<file path="src/rtl/hs_cvt_pkg.sv">
package hs_cvt_pkg;
  parameter int HALF_EXP_W  = 5;
  parameter int HALF_FRAC_W = 10;
  parameter int SGL_EXP_W   = 8;
  parameter int SGL_FRAC_W  = 23;

  localparam int HALF_W    = 1 + HALF_EXP_W + HALF_FRAC_W;
  localparam int SGL_W     = 1 + SGL_EXP_W + SGL_FRAC_W;
  localparam int HALF_BIAS = (1 << (HALF_EXP_W - 1)) - 1;
  localparam int SGL_BIAS  = (1 << (SGL_EXP_W - 1)) - 1;
  localparam int PAD_W     = SGL_FRAC_W - HALF_FRAC_W;
  localparam int REBIAS    = SGL_BIAS - HALF_BIAS;
  localparam int SUB_BASE  = SGL_BIAS - (HALF_BIAS - 1) - HALF_FRAC_W;
  localparam int IDX_W     = $clog2(HALF_FRAC_W + 1);

  typedef struct packed {
    logic capture;
  } ctrlStrobeT;
endpackage

</file>
<file path="src/rtl/hs_lead_one.sv">
module hs_lead_one #(
  parameter int W = 10,
  localparam int IW = $clog2(W + 1)
) (
  input  logic [W-1:0]  vec,
  output logic [IW-1:0] idx,
  output logic          found
);
  logic [W-1:0] hit;

  // one-hot marker of the highest set bit
  genvar g;
  generate
    for (g = 0; g < W; g++) begin : gHit
      if (g == W - 1) begin : gTop
        assign hit[g] = vec[g];
      end else begin : gLow
        assign hit[g] = vec[g] & ~(|vec[W-1:g+1]);
      end
    end
  endgenerate

  always_comb begin
    idx = '0;
    for (int i = 0; i < W; i++) begin
      if (hit[i]) idx = IW'(i);
    end
  end

  assign found = |vec;
endmodule

</file>
<file path="src/rtl/hs_control.sv">
module hs_control
  import hs_cvt_pkg::*;
(
  input  logic       clk,
  input  logic       rstN,
  input  logic       inValid,
  output ctrlStrobeT strobes,
  output logic       outValid
);
  assign strobes.capture = inValid;

  always_ff @(posedge clk) begin
    if (!rstN) outValid <= 1'b0;
    else       outValid <= inValid;
  end

  a_r2_valid_follows: assert property (@(posedge clk) disable iff (!rstN)
    inValid |=> outValid);
  a_r2_no_spurious_valid: assert property (@(posedge clk) disable iff (!rstN)
    !inValid |=> !outValid);
endmodule

</file>
<file path="src/rtl/hs_datapath.sv">
module hs_datapath
  import hs_cvt_pkg::*;
(
  input  logic              clk,
  input  logic              rstN,
  input  ctrlStrobeT        strobes,
  input  logic [HALF_W-1:0] inHalf,
  output logic [SGL_W-1:0]  outSingle,
  output logic              outInvalid
);
  localparam logic [HALF_EXP_W-1:0] HEXP_ONES = '1;
  localparam logic [SGL_EXP_W-1:0]  SEXP_ONES = '1;

  logic                   sgn;
  logic [HALF_EXP_W-1:0]  hExp;
  logic [HALF_FRAC_W-1:0] hFrac;
  logic [IDX_W-1:0]       leadIdx;
  logic                   leadFound;
  logic [IDX_W-1:0]       shAmt;
  logic [HALF_FRAC_W:0]   shifted;
  logic [SGL_EXP_W-1:0]   wExp;
  logic [SGL_FRAC_W-1:0]  wFrac;
  logic                   sigNan;

  assign sgn   = inHalf[HALF_W-1];
  assign hExp  = inHalf[HALF_W-2 -: HALF_EXP_W];
  assign hFrac = inHalf[HALF_FRAC_W-1:0];

  hs_lead_one #(.W(HALF_FRAC_W)) leadOne_i (
    .vec  (hFrac),
    .idx  (leadIdx),
    .found(leadFound)
  );

  assign shAmt   = IDX_W'(HALF_FRAC_W) - leadIdx;
  assign shifted = {1'b0, hFrac} << shAmt;

  always_comb begin
    wExp  = '0;
    wFrac = '0;
    if (hExp == '0) begin
      if (leadFound) begin
        wExp  = SGL_EXP_W'(SUB_BASE) + SGL_EXP_W'(leadIdx);
        wFrac = {shifted[HALF_FRAC_W-1:0], {PAD_W{1'b0}}};
      end
    end else if (hExp == HEXP_ONES) begin
      wExp  = SEXP_ONES;
      wFrac = {hFrac, {PAD_W{leadFound}}};
    end else begin
      wExp  = SGL_EXP_W'(hExp) + SGL_EXP_W'(REBIAS);
      wFrac = {hFrac, {PAD_W{1'b0}}};
    end
  end

  assign sigNan = (hExp == HEXP_ONES) && leadFound && !hFrac[HALF_FRAC_W-1];

  always_ff @(posedge clk) begin
    if (!rstN) begin
      outSingle  <= '0;
      outInvalid <= 1'b0;
    end else if (strobes.capture) begin
      outSingle  <= {sgn, wExp, wFrac};
      outInvalid <= sigNan;
    end
  end

  a_r3_hold_when_idle: assert property (@(posedge clk) disable iff (!rstN)
    !strobes.capture |=> $stable(outSingle) && $stable(outInvalid));
  a_r9_flag_only_on_nan: assert property (@(posedge clk) disable iff (!rstN)
    outInvalid |-> (outSingle[SGL_W-2 -: SGL_EXP_W] == SEXP_ONES)
                   && !outSingle[SGL_FRAC_W-1]);
  a_r8_nan_padding: assert property (@(posedge clk) disable iff (!rstN)
    (outSingle[SGL_W-2 -: SGL_EXP_W] == SEXP_ONES) && (outSingle[SGL_FRAC_W-1:0] != '0)
    |-> (outSingle[PAD_W-1:0] == '1));
  a_r6_subnormal_range: assert property (@(posedge clk) disable iff (!rstN)
    strobes.capture && (hExp == '0) && (hFrac != '0)
    |=> (outSingle[SGL_W-2 -: SGL_EXP_W] >= SGL_EXP_W'(SUB_BASE))
        && (outSingle[SGL_W-2 -: SGL_EXP_W] < SGL_EXP_W'(SUB_BASE + HALF_FRAC_W)));
  a_r4_sign_kept: assert property (@(posedge clk) disable iff (!rstN)
    strobes.capture |=> outSingle[SGL_W-1] == $past(inHalf[HALF_W-1]));
endmodule

</file>
<file path="src/rtl/half_to_single_cvt.sv">
module half_to_single_cvt
  import hs_cvt_pkg::*;
(
  input  logic        clk,
  input  logic        rstN,
  input  logic        inValid,
  input  logic [15:0] inHalf,
  output logic        outValid,
  output logic [31:0] outSingle,
  output logic        outInvalid
);
  ctrlStrobeT strobes;

  hs_control control_i (
    .clk     (clk),
    .rstN    (rstN),
    .inValid (inValid),
    .strobes (strobes),
    .outValid(outValid)
  );

  hs_datapath datapath_i (
    .clk       (clk),
    .rstN      (rstN),
    .strobes   (strobes),
    .inHalf    (inHalf),
    .outSingle (outSingle),
    .outInvalid(outInvalid)
  );
endmodule

</file>
<file path="config.mk">
export PLATFORM = sky130hd
export DESIGN_NAME = half_to_single_cvt
export DESIGN_NICKNAME = d
export VERILOG_FILES = /design/src/rtl/hs_cvt_pkg.sv /design/src/rtl/hs_lead_one.sv /design/src/rtl/hs_control.sv /design/src/rtl/hs_datapath.sv /design/src/rtl/half_to_single_cvt.sv
export SDC_FILE = /design/constraint.sdc
export NUM_CORES = 1
export LEC_CHECK = 0
export ABC_AREA = 1
export BUFFER_PORTS_ARGS = -buffer_cell sky130_fd_sc_hd__buf_4
export CAP_MARGIN = 15
export CELL_PAD_IN_SITES_DETAIL_PLACEMENT = 1
export CELL_PAD_IN_SITES_GLOBAL_PLACEMENT = 1
export CORE_UTILIZATION = 31
export DETAILED_ROUTE_END_ITERATION = 8
export GPL_TIMING_DRIVEN = 0
export PLACE_DENSITY_LB_ADDON = 0.1
export REMOVE_ABC_BUFFERS = 1
export SLEW_MARGIN = 20
export SYNTH_ARGS = -nofsm -noshare
export SYNTH_HDL_FRONTEND = slang
export SYNTH_HIERARCHICAL = 1
export SYNTH_SLANG_ARGS = --single-unit
</file>
<file path="constraint.sdc">
create_clock -name clk -period 2 [get_ports clk]
set_input_delay 0.4 -clock clk [delete_from_list [all_inputs] [get_ports clk]]
set_output_delay 0.4 -clock clk [all_outputs]
set_load 0.02 [all_outputs]
</file>
; ---- Yosys cells after proc, flatten, opt, wreduce, memory -nomap -nowiden
; Index checks and enable logic that the tools add are counted.
[word_totals]
output_inout_bits = 34
inputBits = 19
register_bits = 34
[op_classes]
n_bitwise = 16
mux = 15
reduce_logical = 12
n_shift = 1
n_eq_ne = 1
n_addsub = 3
[op_table]
columns = operator, count
row1 = two-way mux 23 bit, 2
row2 = two-way mux 4 bit, 7
row3 = two-way mux 8 bit, 3
row4 = two-way mux 13 bit, 1
row5 = OR reduction 10 bit, 1
row6 = << shifter 10 x 4 -> 10 bit, 1
row7 = "adder 5 x 7 -> 8 bit, second input constant", 1
row8 = "adder 7 x 4 -> 8 bit, first input constant", 1
row9 = bitwise AND 1 bit, 8
row10 = NOT 1 bit, 8
row11 = OR reduction 8 bit, 1
row12 = OR reduction 7 bit, 1
row13 = OR reduction 6 bit, 1
row14 = "== test 5 bit, second input constant", 1
row15 = logical NOT 5 bit, 1
row16 = OR reduction 5 bit, 1
row17 = OR reduction 4 bit, 1
row18 = "subtractor 4 bit, first input constant", 1
row19 = OR reduction 3 bit, 1
row20 = logical AND 1 bit, 2
row21 = two-way mux 2 bit, 1
row22 = OR reduction 2 bit, 1
row23 = logical NOT 1 bit, 1
row24 = two-way mux 1 bit, 1

; ---- Longest topological paths before layout
[depth]
depth_word = 16
mapped_depth = 17
ltp_nobuf = 16

; ---- Cells and area by module
; The synthesis kept the hierarchy.
[modules_own_cells]
columns = module, cells_each, instances, area_per_inst_um2
row1 = hs_datapath, 221, 1, 1471.4
row2 = hs_lead_one, 23, 1, 113.9
row3 = hs_control, 4, 1, 35.0

; ---- Worst setup path before layout
; No wires, ideal clock.
[synth_path]
path_kind = input to register
startpoint = input inHalf[7]
endpoint = register datapath_i.outSingle[22]
arrival_time_ns = 1.961
setup_ns = 0.066
setup_slack_ns = -0.028
cell_stages = 14
path_cell_list = nor2_2 > and2_1 > nand2_1 > nand3_2 > inv_2 > buf_4 > ha_1 > buf_2 > nand3_1 > nor2_4 > nand2_1 > nand2_1 > nand2_1 > a21oi_2
[synth_between]
elab_chain_len = 16
word_cells_on_any_way = 33
cone_classes = 1 x add/sub / 1 x shift / 11 x mux / 13 x bitwise / 7 x reduce/logical
[synth_lines]
columns = item, line
row1 = start: declaration, half_to_single_cvt.sv:7  ; input logic [15:0] inHalf,
row2 = OR reduction 8 bit, hs_lead_one.sv:18  ; assign hit[g] = vec[g] & ~(|vec[W-1:g+1]);
row3 = NOT 1 bit, hs_lead_one.sv:18
row4 = bitwise AND 1 bit, hs_lead_one.sv:18
row5 = two-way mux 1 bit, hs_lead_one.sv:26  ; if (hit[i]) idx = IW'(i);
row6 = two-way mux 2 bit, hs_lead_one.sv:26
row7 = two-way mux 4 bit (4 in series), hs_lead_one.sv:26
row8 = two-way mux 4 bit * (3 in series), hs_lead_one.sv:26
row9 = net datapath_i.leadIdx[0], hs_datapath.sv:17  ; logic [IDX_W-1:0] leadIdx;
row10 = subtractor 4 bit *, hs_datapath.sv:35  ; assign shAmt = IDX_W'(HALF_FRAC_W) - leadIdx;
row11 = << shifter 10 x 4 -> 10 bit *, hs_datapath.sv:36  ; assign shifted = {1'b0, hFrac} << shAmt;
row12 = two-way mux 23 bit *, hs_datapath.sv:42  ; if (leadFound) begin
row13 = two-way mux 23 bit *, hs_datapath.sv:41  ; if (hExp == '0) begin
row14 = end signal: assignment, hs_datapath.sv:62  ; outSingle <= {sgn, wExp, wFrac};
row15 = end: declaration, hs_datapath.sv:8  ; output logic [SGL_W-1:0] outSingle,
; The timed path passes the listed nets; every way through them passes the cells marked *.
; A chain may end at the register's enable or synchronous reset.

; ---- Worst setup path in the final report
[layout_path]
startpoint = input inHalf[5]
endpoint = register datapath_i.outSingle[17]
[layout_between]
word_cells_on_any_way = 27
cone_classes = 1 x add/sub / 1 x shift / 11 x mux / 9 x bitwise / 5 x reduce/logical
[layout_lines]
columns = item, line
row1 = OR reduction 7 bit, hs_lead_one.sv:18
row2 = NOT 1 bit, hs_lead_one.sv:18
row3 = bitwise AND 1 bit, hs_lead_one.sv:18
row4 = two-way mux 2 bit, hs_lead_one.sv:26
row5 = two-way mux 4 bit (2 in series), hs_lead_one.sv:26
row6 = two-way mux 4 bit * (5 in series), hs_lead_one.sv:26
row7 = net datapath_i.leadIdx[1], hs_datapath.sv:17
row8 = subtractor 4 bit *, hs_datapath.sv:35
row9 = << shifter 10 x 4 -> 10 bit *, hs_datapath.sv:36
row10 = two-way mux 23 bit *, hs_datapath.sv:42
row11 = two-way mux 23 bit *, hs_datapath.sv:41
; Marked as above.

==> flow_summary.yaml <==
synthesis:
  ys_ff_latch: 21
  synth_cell_type_count: 28
  synth_top_area_frac: 0.259
  yosysWarnings: 6
  synthCells: 248
  avgSynthCellArea_sq_um: 6.53
  syn-cell-area_sq_um: 1620
  ys_seq_area_frac: 0.259
  synthTopCellsByArea: "dfxtp_1, nand2_1, a21oi_1"
  yosys.area.top_type: "dfxtp_1"
timing:
  setup_violations: 0
  finalCritPeriodShare: 0.924
  slew_viol_final: 0
  holdWs_ns: 0.362
  hold_viol_final: 0
  worst_slew_pin_slew_ns: 0.549
  rsz0062_at_grt: "no"
  fin_setup_tns_ns: 0
  period_needed_ns: 1.85
  setup_ws_ns: 0.152
  fin_skew_ns: 0
  max_freq_mhz: 541
  max_slew_margin: 0.632
route:
  drc: 0
  dr.first_iter.drc_count: 61
  avgViaCountPerCell: 4.85
  ant_nets: 0
  num_vias: 1701
  avgRoutedWirePerCell_um: 14.2
  firstDrtPassIters: 4
  postRouteWirelength_mm: 5.00
pwr:
  power_frac_seq: 0.400
  p_per_area_nw_per_um2: 559
  p_sw_uw: 410
  p_int_uw: 734
  comb_power_share: 0.348
  power.total_mw: 1.14
  peakVddDrop_mv: 0.336
  leakagePower_nw: 0.975
  swShare: 0.358
  p_clk_frac: 0.252
layout:
  final_cells: 351
  final_nets: 306
  area_delta_synth_final_pct: 26.3
  utilization: 0.419
  seqCellArea_sq_um: 420
  multi_input_area_sq_um: 990
  layout_common_cells: "nand2_1, buf_4, a21oi_1, nand3_1, dfxtp_1"
  post_route_cells_drive_above_1_share: 0.324
  antenna_cells: 0
  fill_cells: 657
  stdcell_area_sq_um: 2050
  final_common_cell: "nand2_1"
cts:
  h-tree-depth: 1
  cts_hold_buf: 0
  path_clk_slew_ns: 0.08
  root_buffer: "clkbuf_8"
  cts_buffer_depth: 2
  cts_tree: "yes"
  clk_latency_ns: 0.26
  clock_sinks: 21
  cts_buffers: 3
die:
  rows: 25
  die_area_sq_um: 5520
  die_h_um: 74.3
  core_area_sq_um: 4880
  io_pins: 53
  start_util: 0.332
  die_width_um: 74.3
place:
  hpwl_mm: 3.70
  dp_cells: 344
  placed_area_sq_um: 1940
  pre_cts_ws_ns: -0.962
  gp_congestion: 0.778
  io_buffers: 52
global_route:
  overflow: 0
  antenna_found_initial: 0
  grt_first_pass_wirelength_mm: 8.15
  grt_max_degree: 24
  grt_pass1_vias: 1744
  grt_use_total: 0.193
setup_path:
  critPathMaxFanout: 5
  cpPeakStageDelay_ns: 0.34
  cpMostUsedCell: "nand2_1"
  cp.arrival_ns: 2.00
  worstPathRequired_ns: 2.15
  slowest_stage: "ha_4"
  critPathKind: "primary input to register"
  cp-start-kind: "primary input"
  worst_setup_path_end_kind: "register"
  cp_cell_sequence: "buf_4 > nor2_2 > nand2_1 > a21oi_1 > inv_1 > ha_4 > buf_4 > nand3_1 > nand2_1 > nand2_1 > nand3_2 > a21oi_2"
flow_run:
  cap_viol_max_count: 0
hold_path:
  hp-class: "primary input to register"
run_status:
  status: "complete, no violations"
==> final timing paths <==
kind                                  from                        to  slack [ns]  cells past startpoint
setup / recovery                 inHalf[5]  datapath_i/outSingle[17]        0.15                     12
hold / removal                  inHalf[15]  datapath_i/outSingle[31]        0.36                      3
setup reg to reg  datapath_i/outSingle[12]  datapath_i/outSingle[12]        1.11                      2
hold reg to reg      datapath_i/outInvalid     datapath_i/outInvalid        0.47                      2
==> synthesized netlist by cell type (all sizes together) <==
library cell  count
nand4             2
nand3            30
clkinv            2
xor2              2
clkbuf            3
and2              1
buf              20
a21oi            32
dfxtp            21
nor3              2
inv              20
nand3b            1
o21ai            17
nor2             19
nand2            74
ha                2
==> worst max-delay path: cells and delay by family <==
| family | cells | cell delay [ns] |
|---|---|---|
| AND/OR/NAND/NOR | 6 | 0.58 |
| buffers and inverters | 3 | 0.42 |
| AO/OA/AOI/OAI | 2 | 0.26 |
| adder cells (fa/ha/maj) | 1 | 0.34 |
==> state kept, by name, indices dropped and copies added (netlist names) <==
name / flops
control_i/outValid: 1
datapath_i/outInvalid: 1
datapath_i/outSingle: 19
==> power groups by stage <==
stage          registers [mW]  clock network (mW)  logic, mW
2_1_floorplan           0.504                   0      0.187
3_3_place_gp            0.467                   0      0.371
3_5_place_dp            0.468                   0      0.375
4_1_cts                 0.458               0.303      0.399
5_1_grt                 0.462               0.321      0.441
6_report                0.458               0.288      0.398
==> per-layer routing <==
metal	up-vias	track usage	wire length [um]
met4	0	0.0314	19
met5	-	0	0
li1	870	-	-
met3	2	0.0325	162
met1	795	0.237	2270
met2	34	0.359	2540
==> cell families after synthesis <==
| kind of cell | Yosys count | synth area share |
|---|---|---|
| AOI/OAI and AO/OA | 49 | 0.170 |
| xor gates and xnor gates | 2 | 0.0108 |
| adders and majority gates | 2 | 0.0154 |
| buffers and inverters | 45 | 0.151 |
| DFF | 21 | 0.259 |
| and+or+nand+nor | 129 | 0.393 |
==> what timing repair did <==
| action | in CTS | in global routing |
|---|---|---|
| gates resized for setup | 7 | 3 |
| setup endpoints to repair | 11 | 6 |
| setup buffers | 3 | 0 |
| pin swaps | 1 | 0 |
| endpoints found under the hold margin | 0 | 0 |
==> cell type report <==
type | count | area share
Inverter | 22 | 0.0453
Clock buffer | 3 | 0.0202
Clock inverter | 1 | 0.00245
Multi-Input combinational cell | 182 | 0.484
Tap cell | 67 | 0.0410
Timing Repair Buffer | 55 | 0.202
Sequential cell | 21 | 0.206
(Power assumes the default switching activity.)
